--- config.mk ---
export PLATFORM = sky130hd
export DESIGN_NAME = punct_conv_encoder
export DESIGN_NICKNAME = d
export VERILOG_FILES = /design/src/rtl/pce_pkg.sv /design/src/rtl/pce_conv_core.sv /design/src/rtl/pce_puncture.sv /design/src/rtl/pce_serializer.sv /design/src/rtl/punct_conv_encoder.sv
export SDC_FILE = /design/constraint.sdc
export NUM_CORES = 1
export LEC_CHECK = 0
export BUFFER_PORTS_ARGS = -buffer_cell sky130_fd_sc_hd__buf_2
export CELL_PAD_IN_SITES_DETAIL_PLACEMENT = 1
export CELL_PAD_IN_SITES_GLOBAL_PLACEMENT = 1
export CORE_MARGIN = 3
export CORE_UTILIZATION = 47
export DETAILED_ROUTE_END_ITERATION = 10
export PLACE_DENSITY = 0.91
export SYNTH_ARGS = -nofsm -noshare
export SYNTH_HDL_FRONTEND = slang
export SYNTH_SLANG_ARGS = --single-unit
--- constraint.sdc ---
create_clock -name clk -period 3.57 [get_ports clk]
set_input_delay 0.714 -clock clk [delete_from_list [all_inputs] [get_ports clk]]
set_output_delay 0.714 -clock clk [all_outputs]
set_load 0.03 [all_outputs]
--- src/rtl/pce_pkg.sv ---
package pce_pkg;

    localparam int RATE_W     = 3;
    localparam int MAX_PERIOD = 7;
    localparam int PHASE_W    = $clog2(MAX_PERIOD + 1);

    typedef enum logic [RATE_W-1:0] {
        RATE_1_2 = 3'd0,
        RATE_2_3 = 3'd1,
        RATE_3_4 = 3'd2,
        RATE_5_6 = 3'd3,
        RATE_7_8 = 3'd4
    } rate_e;

    // Keep masks: bit p set means the bit at period position p is sent.
    function automatic logic [PHASE_W-1:0] period_len(input logic [RATE_W-1:0] r);
        case (r)
            RATE_2_3: return PHASE_W'(2);
            RATE_3_4: return PHASE_W'(3);
            RATE_5_6: return PHASE_W'(5);
            RATE_7_8: return PHASE_W'(7);
            default:  return PHASE_W'(1);
        endcase
    endfunction

    function automatic logic [MAX_PERIOD-1:0] keep_x_mask(input logic [RATE_W-1:0] r);
        case (r)
            RATE_2_3: return 7'b0000001;
            RATE_3_4: return 7'b0000101;
            RATE_5_6: return 7'b0010101;
            RATE_7_8: return 7'b1010001;
            default:  return 7'b0000001;
        endcase
    endfunction

    function automatic logic [MAX_PERIOD-1:0] keep_y_mask(input logic [RATE_W-1:0] r);
        case (r)
            RATE_2_3: return 7'b0000011;
            RATE_3_4: return 7'b0000011;
            RATE_5_6: return 7'b0001011;
            RATE_7_8: return 7'b0101111;
            default:  return 7'b0000001;
        endcase
    endfunction

endpackage

--- src/rtl/pce_conv_core.sv ---
module pce_conv_core #(
    parameter int          K    = 7,
    parameter logic [K-1:0] G_X = 7'o171,
    parameter logic [K-1:0] G_Y = 7'o133
) (
    input  logic clk,
    input  logic rst_n,
    input  logic clr_i,
    input  logic adv_i,
    input  logic bit_i,
    output logic x_o,
    output logic y_o
);
    localparam int SR_W = K - 1;

    typedef struct packed {
        logic [SR_W-1:0] sr;
    } core_t;

    core_t cur_q, nxt_d;
    logic [K-1:0] window;

    always_comb begin
        window = {bit_i, cur_q.sr};
        x_o    = ^(window & G_X);
        y_o    = ^(window & G_Y);
        nxt_d  = cur_q;
        if (clr_i) begin
            nxt_d.sr = '0;
        end else if (adv_i) begin
            nxt_d.sr = {bit_i, cur_q.sr[SR_W-1:1]};
        end
    end

    always_ff @(posedge clk or negedge rst_n) begin
        if (!rst_n) cur_q <= '0;
        else        cur_q <= nxt_d;
    end

    AST_CLR_ZEROES: assert property (@(posedge clk) disable iff (!rst_n)
        clr_i |=> (cur_q.sr == '0));
    AST_BIT_ENTERS: assert property (@(posedge clk) disable iff (!rst_n)
        (adv_i && !clr_i) |=> (cur_q.sr[SR_W-1] == $past(bit_i)));

endmodule

--- src/rtl/pce_puncture.sv ---
module pce_puncture
    import pce_pkg::*;
(
    input  logic              clk,
    input  logic              rst_n,
    input  logic              clr_i,
    input  logic              adv_i,
    input  logic [RATE_W-1:0] rate_i,
    output logic              keep_x_o,
    output logic              keep_y_o
);
    typedef struct packed {
        logic [PHASE_W-1:0] phase;
        logic [RATE_W-1:0]  rate;
    } punc_t;

    punc_t cur_q, nxt_d;
    logic [RATE_W-1:0]  eff_rate;
    logic [PHASE_W-1:0] last_pos;

    always_comb begin
        eff_rate = (cur_q.phase == '0) ? rate_i : cur_q.rate;
        last_pos = period_len(eff_rate) - PHASE_W'(1);
        keep_x_o = keep_x_mask(eff_rate)[cur_q.phase];
        keep_y_o = keep_y_mask(eff_rate)[cur_q.phase];
        nxt_d    = cur_q;
        if (clr_i) begin
            nxt_d.phase = '0;
        end else if (adv_i) begin
            if (cur_q.phase == '0) nxt_d.rate = rate_i;
            nxt_d.phase = (cur_q.phase == last_pos) ? '0 : cur_q.phase + PHASE_W'(1);
        end
    end

    always_ff @(posedge clk or negedge rst_n) begin
        if (!rst_n) cur_q <= '0;
        else        cur_q <= nxt_d;
    end

    AST_PHASE_IN_PERIOD: assert property (@(posedge clk) disable iff (!rst_n)
        (cur_q.phase != '0) |-> (cur_q.phase < period_len(cur_q.rate)));
    AST_RATE_HELD: assert property (@(posedge clk) disable iff (!rst_n)
        !(adv_i && cur_q.phase == '0) |=> $stable(cur_q.rate));
    AST_PHASE_CLEARED: assert property (@(posedge clk) disable iff (!rst_n)
        clr_i |=> (cur_q.phase == '0));
    AST_SOME_KEPT: assert property (@(posedge clk) disable iff (!rst_n)
        adv_i |-> (keep_x_o || keep_y_o));

endmodule

--- src/rtl/pce_serializer.sv ---
module pce_serializer #(
    parameter int SLOTS = 2
) (
    input  logic clk,
    input  logic rst_n,
    input  logic load_i,
    input  logic x_i,
    input  logic y_i,
    input  logic keep_x_i,
    input  logic keep_y_i,
    output logic room_o,
    output logic out_valid_o,
    output logic out_bit_o
);
    localparam int CNT_W = $clog2(SLOTS + 1);

    typedef struct packed {
        logic [SLOTS-1:0] buf_;
        logic [CNT_W-1:0] cnt;
    } ser_t;

    ser_t cur_q, nxt_d;

    always_comb begin
        room_o      = (cur_q.cnt <= CNT_W'(1));
        out_valid_o = (cur_q.cnt != '0);
        out_bit_o   = cur_q.buf_[0];
        nxt_d       = cur_q;
        if (load_i) begin
            nxt_d.cnt  = CNT_W'(keep_x_i) + CNT_W'(keep_y_i);
            nxt_d.buf_ = keep_x_i ? {y_i, x_i} : {1'b0, y_i};
        end else if (cur_q.cnt != '0) begin
            nxt_d.cnt  = cur_q.cnt - CNT_W'(1);
            nxt_d.buf_ = {1'b0, cur_q.buf_[SLOTS-1:1]};
        end
    end

    always_ff @(posedge clk or negedge rst_n) begin
        if (!rst_n) cur_q <= '0;
        else        cur_q <= nxt_d;
    end

    AST_LOAD_HAS_ROOM: assert property (@(posedge clk) disable iff (!rst_n)
        load_i |-> (cur_q.cnt <= CNT_W'(1)));
    AST_LOAD_SHOWS: assert property (@(posedge clk) disable iff (!rst_n)
        load_i |=> out_valid_o);
    AST_IDLE_DRAINS: assert property (@(posedge clk) disable iff (!rst_n)
        (!load_i && cur_q.cnt <= CNT_W'(1)) |=> !out_valid_o);

endmodule

--- src/rtl/punct_conv_encoder.sv ---
module punct_conv_encoder
    import pce_pkg::*;
#(
    parameter int K = 7
) (
    input  logic              clk,
    input  logic              rst_n,
    input  logic              blk_start_i,
    input  logic [RATE_W-1:0] rate_i,
    input  logic              in_valid_i,
    input  logic              in_bit_i,
    output logic              in_ready_o,
    output logic              out_valid_o,
    output logic              out_bit_o
);
    logic room, accept, x_bit, y_bit, keep_x, keep_y;

    always_comb begin
        in_ready_o = room && !blk_start_i;
        accept     = in_valid_i && in_ready_o;
    end

    pce_conv_core #(.K(K)) u_core (
        .clk(clk), .rst_n(rst_n), .clr_i(blk_start_i), .adv_i(accept),
        .bit_i(in_bit_i), .x_o(x_bit), .y_o(y_bit)
    );

    pce_puncture u_punc (
        .clk(clk), .rst_n(rst_n), .clr_i(blk_start_i), .adv_i(accept),
        .rate_i(rate_i), .keep_x_o(keep_x), .keep_y_o(keep_y)
    );

    pce_serializer #(.SLOTS(2)) u_ser (
        .clk(clk), .rst_n(rst_n), .load_i(accept), .x_i(x_bit), .y_i(y_bit),
        .keep_x_i(keep_x), .keep_y_i(keep_y), .room_o(room),
        .out_valid_o(out_valid_o), .out_bit_o(out_bit_o)
    );

    AST_NO_ACCEPT_IN_CLEAR: assert property (@(posedge clk) disable iff (!rst_n)
        blk_start_i |-> !in_ready_o);
    AST_ACCEPT_THEN_OUT: assert property (@(posedge clk) disable iff (!rst_n)
        (in_valid_i && in_ready_o) |=> out_valid_o);

endmodule

==> summary.md, run 1 <==
| Metric | Value |
|---|---|
| # port buffers | `10` |
| Final Power | `0.8053 mW` |
| Setup TNS Final | `0 ps` |
| Pin count of the biggest net entering global routing | `17` |
| Die area | `2947 sq um` |
| Seq/Total Area, Yosys | `36.53%` |
| Post-CTS setup buffer count | `0` |
| Post-route ant nets | `0` |
| Fillers | `269` |
| Vias in the first global route | `982` |
| GPL Wtd Cong | `0.8968` |
| Critical Path RT | `3760 ps` |
| Cell count after synthesis | `123` |
| Clock Path Buffers | `2` |
| First-pass GRT wire length | `4367 um` |
| Skew final | `3.461 ps` |
| Slew HR | `67.36%` |
| DRT iter0 DRCs | `15` |
| Avg Synthesized Cell Area | `8.911 sq um` |
| Inst Count DP | `157` |
| Worst-path clk slew | `100 ps` |
| PD cells | `672.5 nW/um^2` |
| Clk Latency, worst-skew pair | `290 ps` |
| Final Cell Area | `1197 sq um` |
| Vias/cell | `5.938` |
| Io pins | `11` |
| Area of the core | `2082 sq um` |
| Post-Route Utilization | `57.51%` |
| CTS tree | `built` |
| Post-DP HPWL | `1998 um` |
| Yosys cell types | `40` |
| Critical Path Fanout Max | `8` |
| Achievable Freq | `427.2 MHz` |
| Worst slew pin tran | `488.4 ps` |
| Worst setup margin | `1229 ps` |
| Final period util | `65.57%` |
| DR WL/cell | `16.59 um` |
| Worst hold path type | `primary input to async pin` |
| Num CTS Buffers | `3` |
| Unrepaired setup endpoints after global routing | `no` |
| Minimum clock period | `2341 ps` |
| Htree depth | `1` |
| CP Launch Type | `register` |
| Crit Path Class | `register to register` |
| Die width | `54.29 um` |
| DIE HEIGHT | `54.29 um` |
| Mapped Area | `1096 sq um` |
| N_diodes | `0` |
| Total number of vias | `956` |
| Worst r2r path cells | `8` |
| Worst setup EP type | `register` |
| Initial Util | `52.64%` |
| Top cells by area, synth | `dfrtp_1, nand2_1, ha_1` |
| Row cnt | `16` |
| Leakage power | `0.5742 nW` |
| Final Slew Violations | `0` |
| Hold Vio Cnt, Final | `0` |
| Initial antenna violation count | `0` |
| GRT overflow | `0` |
| R2r setup slk | `1230 ps` |
| Number of max-cap violations | `0` |
| Layout Nets | `148` |
| Worst reg2reg endpoint | `u_punc.cur_q[5]$_DFFE_PN0P_` |
| #FFs+latches synth | `16` |
| Smallest hold slack | `319.9 ps` |
| Drt drc | `0` |
| Root buf cell | `clkbuf_4` |
| Placed cell areas | `1161 sq um` |
| CTS sink count | `16` |
| Synth-to-layout area growth | `9.247%` |
| Synth top area share | `36.53%` |
| Yosys warns | `0` |
| Worst IR Drop VDD | `380.8 uV` |
| Pre-CTS setup slack | `1244 ps` |
| RR Startpoint | `u_punc.cur_q[4]$_DFFE_PN0P_` |
| Syn nets | `136` |
| Final Setup Violations | `0` |
| Finished Layout Cells | `161` |
| Area leader, netlist | `dfrtp_1` |
| Wirelength, routed | `2671 um` |
| Cts-stage hold buffer count | `0` |
| Worst EP arrival | `2530 ps` |
| Layout cells sized above 1 | `14.93%` |
| Outcome | `finished, final reports clean` |
| Global Route Usage Sum | `20.81%` |
| Resize count post-CTS | `0` |
| Pre-antenna DRT Iters | `4` |
-- critical path, stage by stage, from the launching register on --
cell and delay (ps):
dfrtp_1 550, inv_4 100, ha_1 310, or3b_1 440, nor3_1 200, nor3_2 90
a21oi_2 220, o32ai_1 120, a21o_1 200
-- area by class of cell --
type	instances	area [sq um]	share of cell area (%)
clock buffers	4	36.28	3.030
inverters	8	32.53	2.717
multi-input cells	96	644.4	53.81
flip-flops and latches	16	400.4	33.44
well taps	27	33.78	2.821
repair buffers	10	50.05	4.180
-- how the worst max path moves through the flow --
stage,start,end,depth (start not counted)
global placement,u_punc.cur_q[4]$_DFFE_PN0P_,u_ser.cur_q[0]$_DFFE_PN0P_,10
detailed placement,u_punc.cur_q[4]$_DFFE_PN0P_,u_ser.cur_q[0]$_DFFE_PN0P_,9
CTS,u_punc.cur_q[4]$_DFFE_PN0P_,u_ser.cur_q[0]$_DFFE_PN0P_,9
finish,u_punc.cur_q[4]$_DFFE_PN0P_,u_punc.cur_q[5]$_DFFE_PN0P_,8
floorplan,blk_start_i,u_punc.cur_q[5]$_DFFE_PN0P_,5
global route,u_punc.cur_q[4]$_DFFE_PN0P_,u_ser.cur_q[0]$_DFFE_PN0P_,10
-- power by group --
part           switching [mW]  total, mW  leakage [nW]  internal (mW)
logic                   0.242      0.399         0.343          0.157
registers              0.0554      0.282         0.210          0.227
clock network          0.0618      0.124        0.0210         0.0621
-- sequential cells by signal (all words and copies together) (netlist names) --
register,count
u_core.cur_q,6
u_punc.cur_q,6
u_ser.cur_q,3
u_ser.out_bit_o,1
-- Yosys cell counts, drive strengths merged --
library cell	number
o21ai	2
nand2b	2
clkbuf	2
and2	1
a41o	1
o211ai	2
o32ai	1
a211oi	1
nand4bb	1
a21oi	10
o311ai	1
buf	1
mux2i	5
a31oi	1
nor2	10
or3b	1
mux2	2
nand3	1
o31ai	2
o22ai	1
xor2	2
nor3	3
nand3b	8
nand2	21
inv	8
dfrtp	16
a22o	1
nor4b	1
or4	1
or2	1
nor2b	2
xnor2	5
a21o	1
ha	5
-- cell usage in the layout (no fill, tap or decap), drive strengths merged --
cell type | Yosys | layout
mux2i | 5 | 5
and2 | 1 | 1
a21o | 1 | 1
or3b | 1 | 1
o311ai | 1 | 1
xnor2 | 5 | 5
o21ai | 2 | 2
a31oi | 1 | 1
or2 | 1 | 1
nand3b | 8 | 8
dfrtp | 16 | 16
mux2 | 2 | 2
nand2b | 2 | 2
nand2 | 21 | 21
nor3 | 3 | 3
a22o | 1 | 1
o22ai | 1 | 1
inv | 8 | 8
ha | 5 | 5
xor2 | 2 | 2
o211ai | 2 | 2
nor2 | 10 | 10
buf | 1 | 10
nor4b | 1 | 1
nand4bb | 1 | 1
or4 | 1 | 1
clkbuf | 2 | 4
o31ai | 2 | 2
nor2b | 2 | 2
a21oi | 10 | 10
o32ai | 1 | 1
a41o | 1 | 1
a211oi | 1 | 1
nand3 | 1 | 1
-- kinds of logic after synthesis --
kind of cell,after synthesis,synth area share [%]
buffers and inverters,11,4.680
muxes,7,6.621
and+or+nand+nor,53,25.80
adders and majority gates,5,5.708
DFF,16,36.53
xor gates and xnor gates,7,5.594
AOI/OAI and AO/OA,24,15.07
-- per-layer routing --
metal | up-vias | part of all wire [%] | track usage (%)
li1 | 451 | - | -
met1 | 480 | 46 | 26.79
met2 | 21 | 49 | 34.06
met3 | 4 | 3.9 | 5.177
met4 | 0 | 0.67 | 6.639
met5 | - | 0 | 0
No activity file was read; power rests on OpenSTA's default activity.
==> run 2: changes to the inputs <==
Settings changed: CORE_UTILIZATION 47 to 39, PLACE_DENSITY 0.91 to 0.82.
Clock period 3.57 ns to 1.99 ns, I/O delays scaled along.
==> run 2 against run 1 <==
Effect of this change:
- sequential share of layout area is 3.1 points lower
- critical path type unchanged
- global-route usage fell by 2.0 points
- clock power rose by 79%
- setup slack got worse by 1200 ps
- routed wire length rose by 7.0%
- die area grew 18%
- fmax rose by 22%
- clock skew shrank 1.5 ps
- combinational power up 120%
- highest routed layer unchanged
==> summary.md, run 2 (synthesis results as in run 1) <==
| Metric | Value |
|---|---|
| Outcome | `finished, final reports clean` |
| Achievable Freq | `523.1 MHz (+22%)` |
| First-pass GRT wire length | `4933 um (+13%)` |
| GPL Wtd Cong | `0.9456 (+5.4%)` |
| CP Launch Type | `register` |
| CTS tree | `built` |
| Unrepaired setup endpoints after global routing | `yes` |
| Synth-to-layout area growth | `20.66%` |
| Clk Latency, worst-skew pair | `290 ps (about the same)` |
| Inst Count DP | `167 (+6.4%)` |
| Setup TNS Final | `0 ps (unchanged)` |
| Row cnt | `18 (+2)` |
| Pre-CTS setup slack | `-53.57 ps (-1298 ps)` |
| Most frequent cells in the layout | `nand2_1, dfrtp_1, buf_2` |
| Finished Layout Cells | `172 (+6.8%)` |
| Post-DP HPWL | `2144 um (+7.3%)` |
| Smallest hold slack | `19.69 ps (-300.2 ps)` |
| Area of the multi-input gates | `704.4 sq um (+9.3%)` |
| Num CTS Buffers | `3 (unchanged)` |
| Wirelength, routed | `2858 um (+7.0%)` |
| Minimum clock period | `1912 ps (-428.9 ps)` |
| Io pins | `11 (unchanged)` |
| CTS sink count | `16 (unchanged)` |
| N_diodes | `0 (unchanged)` |
| Final Setup Violations | `0 (unchanged)` |
| Number of max-cap violations | `0 (unchanged)` |
| Regs by FF count | `u_core.cur_q (6), u_punc.cur_q (6), u_ser.cur_q (3)` |
| Fillers | `321 (+19%)` |
| GRT overflow | `0 (unchanged)` |
| Worst setup margin | `78.16 ps (-1151 ps)` |
| Initial antenna violation count | `0 (unchanged)` |
| Layout cells sized above 1 | `26.06% (+11 points)` |
| Worst slew pin tran | `402.6 ps (-85.82 ps)` |
| Critical Path RT | `2170 ps (-1590 ps)` |
| Htree depth | `1 (unchanged)` |
| Pre-antenna DRT Iters | `6 (+2)` |
| Drt drc | `0 (unchanged)` |
| Final period util | `96.07% (+31 points)` |
| Post-route ant nets | `0 (unchanged)` |
| Layout Nets | `156 (+5.4%)` |
| Area of the core | `2567 sq um (+23%)` |
| Total number of vias | `984 (+2.9%)` |
| Slew HR | `73.16% (+5.8 points)` |
| Root buf cell | `clkbuf_4` |
| Worst setup EP type | `register` |
| Skew final | `1.941 ps (-1.520 ps)` |
| Register area | `401.6 sq um (+0.31%)` |
| DIE HEIGHT | `59.02 um (+8.7%)` |
| Vias/cell | `5.721 (-3.7%)` |
| Leakage power | `0.6152 nW (+7.1%)` |
| DR WL/cell | `16.62 um (+0.16%)` |
| PD cells | `1211 nW/um^2 (+80%)` |
| Hold Vio Cnt, Final | `0 (unchanged)` |
| Worst IR Drop VDD | `810.8 uV (+110%)` |
| Worst hold path type | `primary input to async pin` |
| Vias in the first global route | `1043 (+6.2%)` |
| Worst-path clk slew | `100 ps (about the same)` |
| Worst EP arrival | `2090 ps (-440 ps)` |
| Crit Path Class | `register to register` |
| Clock Path Buffers | `2 (unchanged)` |
| Commonest non-fill, non-tap cell in the layout | `nand2_1` |
| DRT iter0 DRCs | `58 (+43)` |
| Die width | `59.02 um (+8.7%)` |
| Global Route Usage Sum | `18.84% (-2.0 points)` |
| Initial Util | `42.69% (-10 points)` |
| Pin count of the biggest net entering global routing | `17 (unchanged)` |
| Critical Path Fanout Max | `7 (-1)` |
| Final Slew Violations | `0 (unchanged)` |
| # port buffers | `10 (unchanged)` |
| Die area | `3483 sq um (+18%)` |
## run 2: report_power, final
| group | leakage (nW) | internal, mW | switching (mW) |
|---|---|---|---|
| logic | 0.385 | 0.379 | 0.496 |
| registers | 0.209 | 0.408 | 0.0975 |
| clock network | 0.0210 | 0.111 | 0.111 |
| total | 0.615 | 0.898 | 0.704 |
## run 2: metrics by stage
step	utilization [%]	instance area, sq um	total power [mW]
finish	51.51	1323	1.602
global route	51.51	1323	1.741
CTS	49.66	1275	1.545
detailed placement	47.71	1225	1.290
global placement	47.71	1225	1.230
floorplan	-	1104	1.044
## run 2: worst max-delay path, cell delays in order (launching register included)
cell and delay, ps:
dfrtp_2 430, inv_4 70, ha_4 190, or3b_1 160
nand2_1 70, o311ai_2 350, inv_1 90, ha_1 300
nor2_1 90, a21oi_1 50
## run 2: routing by layer
metal / global-route usage, % / wire length (um) / up-vias
met4: 9.061 / 29 / 0
li1: - / - / 468
met2: 34.23 / 1542 / 17
met5: 0 / 0 / -
met3: 3.268 / 80 / 6
met1: 21.01 / 1206 / 493
## run 2: final cells by class
type	count	share of cell area, %
Tap cell	30	2.838
Sequential cell	16	30.37
Clock buffer	4	2.744
Inverter	8	2.460
Multi-Input combinational cell	96	53.26
Timing Repair Buffer	18	8.325
## run 2: worst paths after layout
kind	from	depth (start not counted)	to	slack [ps]
max in group asynchronous	rst_n	1	u_punc.cur_q[4]$_DFFE_PN0P_	1670
worst min-delay path	rst_n	1	u_punc.cur_q[1]$_DFFE_PN0P_	20
worst max-delay path	u_punc.cur_q[4]$_DFFE_PN0P_	9	u_ser.cur_q[0]$_DFFE_PN0P_	80
worst min register to register	u_core.cur_q[2]$_DFFE_PN0P_	2	u_core.cur_q[1]$_DFFE_PN0P_	500
min in group clk	in_bit_i	3	u_core.cur_q[5]$_DFFE_PN0P_	340
worst max register to register	u_punc.cur_q[4]$_DFFE_PN0P_	9	u_ser.cur_q[0]$_DFFE_PN0P_	80
## run 2: timing repair
item / 4_1_cts / 5_1_grt
buffers inserted: 0 / 1
resized for setup: 2 / 8
endpoints found under the setup margin: 1 / 4
endpoints found under the hold margin: 0 / 0
pin swaps: 0 / 5
hold buffers: 0 / 0
